[src/rtl/dmac_pkg.sv]
package dmac_pkg;

  typedef enum logic [1:0] {
    ST_IDLE   = 2'd0,
    ST_READ   = 2'd1,
    ST_WRITE  = 2'd2,
    ST_FINISH = 2'd3
  } chan_state_e;

  typedef enum logic [1:0] {
    AM_INC  = 2'd0,
    AM_DEC  = 2'd1,
    AM_HOLD = 2'd2,
    AM_RSVD = 2'd3
  } addr_mode_e;

  // unit code is bytes minus one
  function automatic logic [2:0] unit_bytes(input logic [1:0] code);
    return {1'b0, code} + 3'd1;
  endfunction

endpackage

[src/rtl/dmac_addr_gen.sv]
module dmac_addr_gen
  import dmac_pkg::*;
#(
  parameter int AW = 32
) (
  input  logic          clk,
  input  logic          rst_n,
  input  logic          load_i,
  input  logic [1:0]    mode_i,
  input  logic [AW-1:0] addr_i,
  input  logic          step_i,
  input  logic [2:0]    bytes_i,
  output logic [AW-1:0] addr_o
);

  logic [AW-1:0] addr_q, addr_d;
  addr_mode_e    mode_q, mode_d;

  always_comb begin
    addr_d = addr_q;
    mode_d = mode_q;
    if (load_i) begin
      addr_d = addr_i;
      mode_d = addr_mode_e'(mode_i);
    end else if (step_i) begin
      unique case (mode_q)
        AM_INC:  addr_d = addr_q + AW'(bytes_i);
        AM_DEC:  addr_d = addr_q - AW'(bytes_i);
        default: addr_d = addr_q;
      endcase
    end
  end

  always_ff @(posedge clk or negedge rst_n) begin
    if (!rst_n) begin
      addr_q <= '0;
      mode_q <= AM_INC;
    end else if (load_i || step_i) begin
      addr_q <= addr_d;
      mode_q <= mode_d;
    end
  end

  assign addr_o = addr_q;


  hold_addr_chk: assert property (@(posedge clk) disable iff (!rst_n)
    (step_i && !load_i && (mode_q == AM_HOLD || mode_q == AM_RSVD)) |=> $stable(addr_o));


  inc_addr_chk: assert property (@(posedge clk) disable iff (!rst_n)
    (step_i && !load_i && mode_q == AM_INC) |=> (addr_o == $past(addr_o) + AW'($past(bytes_i))));

endmodule

[src/rtl/dmac_size_cnt.sv]
module dmac_size_cnt #(
  parameter int SW = 32
) (
  input  logic          clk,
  input  logic          rst_n,
  input  logic          load_i,
  input  logic [SW-1:0] size_i,
  input  logic          step_i,
  input  logic [2:0]    bytes_i,
  output logic          last_o,
  output logic [SW-1:0] res_o
);

  logic [SW-1:0] res_q, res_d;
  logic          last;

  assign last = (res_q <= SW'(bytes_i));

  always_comb begin
    res_d = res_q;
    if (load_i)      res_d = size_i;
    else if (step_i) res_d = last ? '0 : res_q - SW'(bytes_i);
  end

  always_ff @(posedge clk or negedge rst_n) begin
    if (!rst_n)                res_q <= '0;
    else if (load_i || step_i) res_q <= res_d;
  end

  assign last_o = last;
  assign res_o  = res_q;


  res_dec_chk: assert property (@(posedge clk) disable iff (!rst_n)
    (step_i && !load_i && res_q != '0) |=> (res_o < $past(res_o)));

endmodule

[src/rtl/dmac_ctrl.sv]
module dmac_ctrl
  import dmac_pkg::*;
(
  input  logic        clk,
  input  logic        rst_n,
  input  logic        start_i,
  input  logic        abort_i,
  input  logic        size_zero_i,
  input  logic        last_i,
  input  logic        rd_ack_i,
  input  logic        wr_ack_i,
  output chan_state_e state_o,
  output logic        load_o,
  output logic        step_o,
  output logic        capture_o,
  output logic        done_o,
  output logic        abort_o
);

  chan_state_e state_q, state_d;
  logic        abt_q, abt_d;

  always_comb begin
    state_d   = state_q;
    abt_d     = abt_q;
    load_o    = 1'b0;
    step_o    = 1'b0;
    capture_o = 1'b0;
    unique case (state_q)
      ST_IDLE: begin
        if (abort_i) begin
          state_d = ST_FINISH;
          abt_d   = 1'b1;
        end else if (start_i) begin
          load_o  = 1'b1;
          abt_d   = 1'b0;
          state_d = size_zero_i ? ST_FINISH : ST_READ;
        end
      end
      ST_READ: begin
        if (abort_i) begin
          state_d = ST_FINISH;
          abt_d   = 1'b1;
        end else if (rd_ack_i) begin
          capture_o = 1'b1;
          state_d   = ST_WRITE;
        end
      end
      ST_WRITE: begin
        step_o = wr_ack_i;
        if (abort_i) begin
          state_d = ST_FINISH;
          abt_d   = 1'b1;
        end else if (wr_ack_i) begin
          state_d = last_i ? ST_FINISH : ST_READ;
        end
      end
      default: begin
        state_d = ST_IDLE;
      end
    endcase
  end

  always_ff @(posedge clk or negedge rst_n) begin
    if (!rst_n) begin
      state_q <= ST_IDLE;
      abt_q   <= 1'b0;
    end else begin
      state_q <= state_d;
      abt_q   <= abt_d;
    end
  end

  assign state_o = state_q;
  assign done_o  = (state_q == ST_FINISH);
  assign abort_o = (state_q == ST_FINISH) && abt_q;


  abort_has_done_chk: assert property (@(posedge clk) disable iff (!rst_n)
    abort_o |-> done_o);


  busy_abort_chk: assert property (@(posedge clk) disable iff (!rst_n)
    (abort_i && (state_q == ST_READ || state_q == ST_WRITE)) |=> (done_o && abort_o));


  idle_abort_chk: assert property (@(posedge clk) disable iff (!rst_n)
    (abort_i && state_q == ST_IDLE) |=> abort_o);


  done_pulse_chk: assert property (@(posedge clk) disable iff (!rst_n)
    done_o |=> !done_o);

endmodule

[src/rtl/dma_xfer_chan.sv]
module dma_xfer_chan
  import dmac_pkg::*;
#(
  parameter int AW = 32,
  parameter int DW = 32,
  parameter int SW = 32
) (
  input  logic          clk,
  input  logic          rst_n,
  input  logic          start_i,
  input  logic          abort_i,
  input  logic [1:0]    src_mode_i,
  input  logic [1:0]    dst_mode_i,
  input  logic [1:0]    unit_i,
  input  logic [AW-1:0] src_addr_i,
  input  logic [AW-1:0] dst_addr_i,
  input  logic [SW-1:0] size_i,
  output logic          rd_req_o,
  output logic [AW-1:0] rd_addr_o,
  input  logic          rd_ack_i,
  input  logic [DW-1:0] rd_data_i,
  output logic          wr_req_o,
  output logic [AW-1:0] wr_addr_o,
  output logic [DW-1:0] wr_data_o,
  input  logic          wr_ack_i,
  output logic [1:0]    unit_o,
  output logic [SW-1:0] residue_o,
  output logic          busy_o,
  output logic          done_o,
  output logic          abort_o
);

  localparam int NSIDE = 2;

  chan_state_e   state;
  logic          load, step, capture, last;
  logic [1:0]    unit_q;
  logic [2:0]    bytes;
  logic [DW-1:0] dbuf_q;

  logic [1:0]    side_mode [NSIDE];
  logic [AW-1:0] side_addr [NSIDE];
  logic [AW-1:0] side_cur  [NSIDE];

  assign side_mode[0] = src_mode_i;
  assign side_mode[1] = dst_mode_i;
  assign side_addr[0] = src_addr_i;
  assign side_addr[1] = dst_addr_i;

  assign bytes = unit_bytes(unit_q);

  dmac_ctrl u_ctrl (
    .clk         (clk),
    .rst_n       (rst_n),
    .start_i     (start_i),
    .abort_i     (abort_i),
    .size_zero_i (size_i == '0),
    .last_i      (last),
    .rd_ack_i    (rd_ack_i),
    .wr_ack_i    (wr_ack_i),
    .state_o     (state),
    .load_o      (load),
    .step_o      (step),
    .capture_o   (capture),
    .done_o      (done_o),
    .abort_o     (abort_o)
  );

  for (genvar g = 0; g < NSIDE; g++) begin : g_side
    dmac_addr_gen #(.AW(AW)) u_addr (
      .clk     (clk),
      .rst_n   (rst_n),
      .load_i  (load),
      .mode_i  (side_mode[g]),
      .addr_i  (side_addr[g]),
      .step_i  (step),
      .bytes_i (bytes),
      .addr_o  (side_cur[g])
    );
  end

  dmac_size_cnt #(.SW(SW)) u_size (
    .clk     (clk),
    .rst_n   (rst_n),
    .load_i  (load),
    .size_i  (size_i),
    .step_i  (step),
    .bytes_i (bytes),
    .last_o  (last),
    .res_o   (residue_o)
  );

  always_ff @(posedge clk or negedge rst_n) begin
    if (!rst_n)    unit_q <= '0;
    else if (load) unit_q <= unit_i;
  end

  always_ff @(posedge clk or negedge rst_n) begin
    if (!rst_n)       dbuf_q <= '0;
    else if (capture) dbuf_q <= rd_data_i;
  end

  assign rd_req_o  = (state == ST_READ);
  assign wr_req_o  = (state == ST_WRITE);
  assign rd_addr_o = side_cur[0];
  assign wr_addr_o = side_cur[1];
  assign wr_data_o = dbuf_q;
  assign unit_o    = unit_q;
  assign busy_o    = (state != ST_IDLE);


  wr_after_rd_chk: assert property (@(posedge clk) disable iff (!rst_n)
    $rose(wr_req_o) |-> ($past(rd_ack_i) && wr_data_o == $past(rd_data_i)));


  rd_hold_chk: assert property (@(posedge clk) disable iff (!rst_n)
    (rd_req_o && !rd_ack_i && !abort_i) |=> rd_req_o);


  busy_start_ign_chk: assert property (@(posedge clk) disable iff (!rst_n)
    (rd_req_o && start_i && !abort_i && !rd_ack_i) |=> ($stable(rd_addr_o) && $stable(residue_o)));


  zero_size_chk: assert property (@(posedge clk) disable iff (!rst_n)
    (start_i && !busy_o && !abort_i && size_i == '0) |=> (done_o && !rd_req_o && !wr_req_o));

endmodule

[config.mk]
export PLATFORM = sky130hd
export DESIGN_NAME = dma_xfer_chan
export DESIGN_NICKNAME = d
export VERILOG_FILES = /design/src/rtl/dmac_pkg.sv /design/src/rtl/dmac_addr_gen.sv /design/src/rtl/dmac_size_cnt.sv /design/src/rtl/dmac_ctrl.sv /design/src/rtl/dma_xfer_chan.sv
export SDC_FILE = /design/constraint.sdc
export NUM_CORES = 1
export LEC_CHECK = 0
export BUFFER_PORTS_ARGS = -buffer_cell sky130_fd_sc_hd__buf_2
export CORE_MARGIN = 3
export CORE_UTILIZATION = 30
export CTS_CLUSTER_DIAMETER = 100
export DETAILED_ROUTE_END_ITERATION = 6
export GPL_ROUTABILITY_DRIVEN = 0
export PLACE_DENSITY = 0.56
export SLEW_MARGIN = 20
export SYNTH_ARGS = -nofsm -noshare
export SYNTH_HDL_FRONTEND = slang
export SYNTH_SLANG_ARGS = --single-unit
export TNS_END_PERCENT = 5
[constraint.sdc]
create_clock -name clk -period 7.3 [get_ports clk]
set_input_delay 1.46 -clock clk [delete_from_list [all_inputs] [get_ports clk]]
set_output_delay 1.46 -clock clk [all_outputs]
set_load 0.05 [all_outputs]
==> metrics.md <==
| Metric | Value |
|---|---|
| Status | completed |
| Crit path time final | 4520 ps |
| Slew headroom | 34.0% |
| IO Port Bufs | 274 |
| Slew @ Worst Pin | 991 ps |
| CP Launch Type | flip-flop |
| Clock skew | 11.1 ps |
| Initial core utilization | 30.6% |
| Slew Limit Fails | 0 |
| N_diodes | 0 |
| GR Util met2 | 29.6% |
| Synth Warn # | 0 |
| Vias | 9571 |
| Clock Tree Root | clkbuf_16 |
| # nets final | 1626 |
| Worst path slowest cell | a2111oi_0 |
| Die Ht | 185 µm |
| Post-synth EDFFs | 0 |
| Share of cells above drive strength 1 | 25.0% |
| Die W | 185 µm |
| Share of the synthesized area in the top cell type | 35.5% |
| Post-DRT Antenna Nets | 0 |
| Post-Synthesis Cell Area | 9670 µm² |
| Hold Path Stages | 2 |
| Critical Path Max Stage Delay | 590 ps |
| CTS Buffer Depth | 2 |
| CTS buffer count | 17 |
| CTS H-tree depth | 4 |
| Setup Buffers After CTS | 0 |
| Met3 Resource Use GR | 5.45% |
| Netlist cell types | 60 |
| Cell taking the most area after synthesis | dfrtp_1 |
| RSZ-0062 raised after global routing | no |
| Final hold vios | 0 |
| Layout area overhead | 24.6% |
| IO Pins | 275 |
| Fillcell total | 3300 |
| Reg2reg end | g_side[0].u_addr.addr_o[31]$_DFFE_PN0P_ |
| Area of the multi-input gates | 5950 µm² |
| Most common cell in the synthesized netlist | nand2_1 |
| Finish-stage setup viols | 0 |
| Flops & latches, synth | 137 |
| Post-DR wirelength/cell | 17.4 µm |
| First-pass GRT wire length | 49900 µm |
| Final Cycle Share | 61.9% |
| WS Path Type | flip-flop to flip-flop |
| GR peak layer | met2 |
| R2R Setup Slk | 2780 ps |
| Dpl hpwl | 23700 µm |
| Total wire length | 31800 µm |
| R2R depth | 14 |
| Clk sinks | 137 |
| Gate Count Post-Synth | 1160 |
| CTS tree | done |
| FF/Latch Area | 3430 µm² |
| CTS Hold Bufs | 0 |
| Clock latency on the worst-skew pair | 440 ps |
| Setup_tns | 0 ps |
| Max Cap Viol | 0 |
| Max Clock Freq | 221 MHz |
| Largest net degree at the start of global routing | 71 |
| Post-route insts no fill | 1825 |
| Worst Hold Class | flip-flop to flip-flop |
| Post-Place Cells | 1794 |
| FFs w/ async S/R, synth | 100% |
| Post-synth net total | 1375 |
| Global Route Usage Sum | 18.3% |
| Num rows | 65 |
| Crit-path max FO | 14 |
| GRT met1 Usage | 23.7% |
| Crit end category | flip-flop |
| Sequential area share after synthesis | 35.5% |
| Worst r2r src | unit_o[0]$_DFFE_PN0P_ |
| Vias in the first global route | 9311 |
| Vias per cell | 5.24 |
| Initial antenna violation count | 4 |
| Die area | 34400 µm² |
| Data required time of the worst path | 7670 ps |
| Worst-path clk slew | 70 ps |
| CP Cell Sequence | ha_1, nand2b_1, nand2_1, ha_1, a211oi_1, nor3_1, a2111oi_0, a21oi_1, o211ai_1, nor3_1, o41ai_1, xor2_1, or4_1, nand3_1 |
| Drc violations | 0 |
| Arrival time worst endpoint | 4890 ps |
| Main flop type after synthesis | dfrtp_1 |
| Hold endpoint | g_side[1].u_addr.mode_q[0]$_DFFE_PN0P_ |
| Remaining Overflow, GRT | 0 |
| Post-CTS Resized | 0 |
| Synth area leaders | dfrtp_1 (35%), ha_1 (9.3%), o21ai_0 (6.1%) |
| CORE AREA | 31600 µm² |
| Hold_sp | g_side[1].u_addr.mode_q[0]$_DFFE_PN0P_ |
| Synth top cells by count | nand2_1 (138), dfrtp_1 (137), nor2_1 (117), o21ai_0 (117), a21oi_1 (115) |
| Drt pass-1 iters | 7 |
| Mapped Avg Cell Area | 8.33 µm² |
| Initial DRC count | 552 |
routing by layer:
layer  vias to the layer above  part of all wire [%]
met5                         -                  0.20
met4                         8                   1.7
met3                        38                   6.6
met2                       254                    46
met1                      4557                    45
li1                       4714                     -
layout by cell type (no fill, tap or decap), types with 20 or more instances in the layout:
| cell | count |
|---|---|
| a21oi_1 | 115 |
| o21ai_0 | 116 |
| nor3_1 | 34 |
| nand2_1 | 138 |
| xor2_1 | 20 |
| dfrtp_1 | 137 |
| xnor2_1 | 29 |
| buf_2 | 273 |
| nor4_1 | 21 |
| nor2_1 | 116 |
| ha_1 | 72 |
| inv_1 | 29 |
| mux2_2 | 32 |
critical path, delay by kind of cell (launching register included):
| family | cells | cell delay [ps] |
|---|---|---|
| AOI/OAI and AO/OA | 5 | 1790 |
| and+or+nand+nor | 6 | 1440 |
| adders and majority gates | 2 | 670 |
| DFF | 1 | 430 |
| xor gates and xnor gates | 1 | 130 |
flip-flops by register name (all words and copies together), names as in the netlist:
signal,cells
g_side.u_addr.addr_o,64
g_side.u_addr.mode_q,4
u_ctrl.abt_q,1
u_ctrl.state_o,2
u_size.res_o,32
unit_o,2
wr_data_o,32
area by class of cell:
class,instances,area share [%]
Multi-Input combinational cell,944,49.4
Inverter,29,0.904
Timing Repair Buffer,282,11.9
Sequential cell,137,28.5
Clock inverter,13,1.41
Tap cell,402,4.18
Clock buffer,18,3.65
cell families (layout without fill, tap and decap cells):
group / after synthesis / in the layout / synth area share (%)
and+or+nand+nor: 406 / 406 / 19.3
AOI/OAI and AO/OA: 376 / 376 / 23.3
DFF: 137 / 137 / 35.5
buffers and inverters: 79 / 342 / 3.15
adders and majority gates: 75 / 75 / 9.94
xor gates and xnor gates: 49 / 49 / 4.44
muxes: 38 / 38 / 4.35
worst max path at each step:
stage	from	slack, ps	end
after floorplan	unit_o[0]$_DFFE_PN0P_	3220	g_side[0].u_addr.addr_o[31]$_DFFE_PN0P_
after detailed placement	unit_o[0]$_DFFE_PN0P_	2810	g_side[0].u_addr.addr_o[31]$_DFFE_PN0P_
final	unit_o[0]$_DFFE_PN0P_	2780	g_side[0].u_addr.addr_o[31]$_DFFE_PN0P_
after CTS	unit_o[0]$_DFFE_PN0P_	2790	g_side[0].u_addr.addr_o[31]$_DFFE_PN0P_
after global placement	unit_o[0]$_DFFE_PN0P_	2950	g_side[0].u_addr.addr_o[31]$_DFFE_PN0P_
after global routing	unit_o[0]$_DFFE_PN0P_	2500	g_side[0].u_addr.addr_o[31]$_DFFE_PN0P_
through the flow:
step                worst slack [ps]  util [%]  cell area (µm²)  hold WS, ps
finish                          2780      38.1            12000          486
global route                    2500      38.1            12000          514
CTS                             2790      38.0            12000          492
detailed placement              2810      36.1            11400          475
global placement                2950      36.1            11400          467
floorplan                       3220         -             9670          447
Power is not shown: default switching activity piles up to over one toggle a cycle in this logic, so the estimate is an artifact.
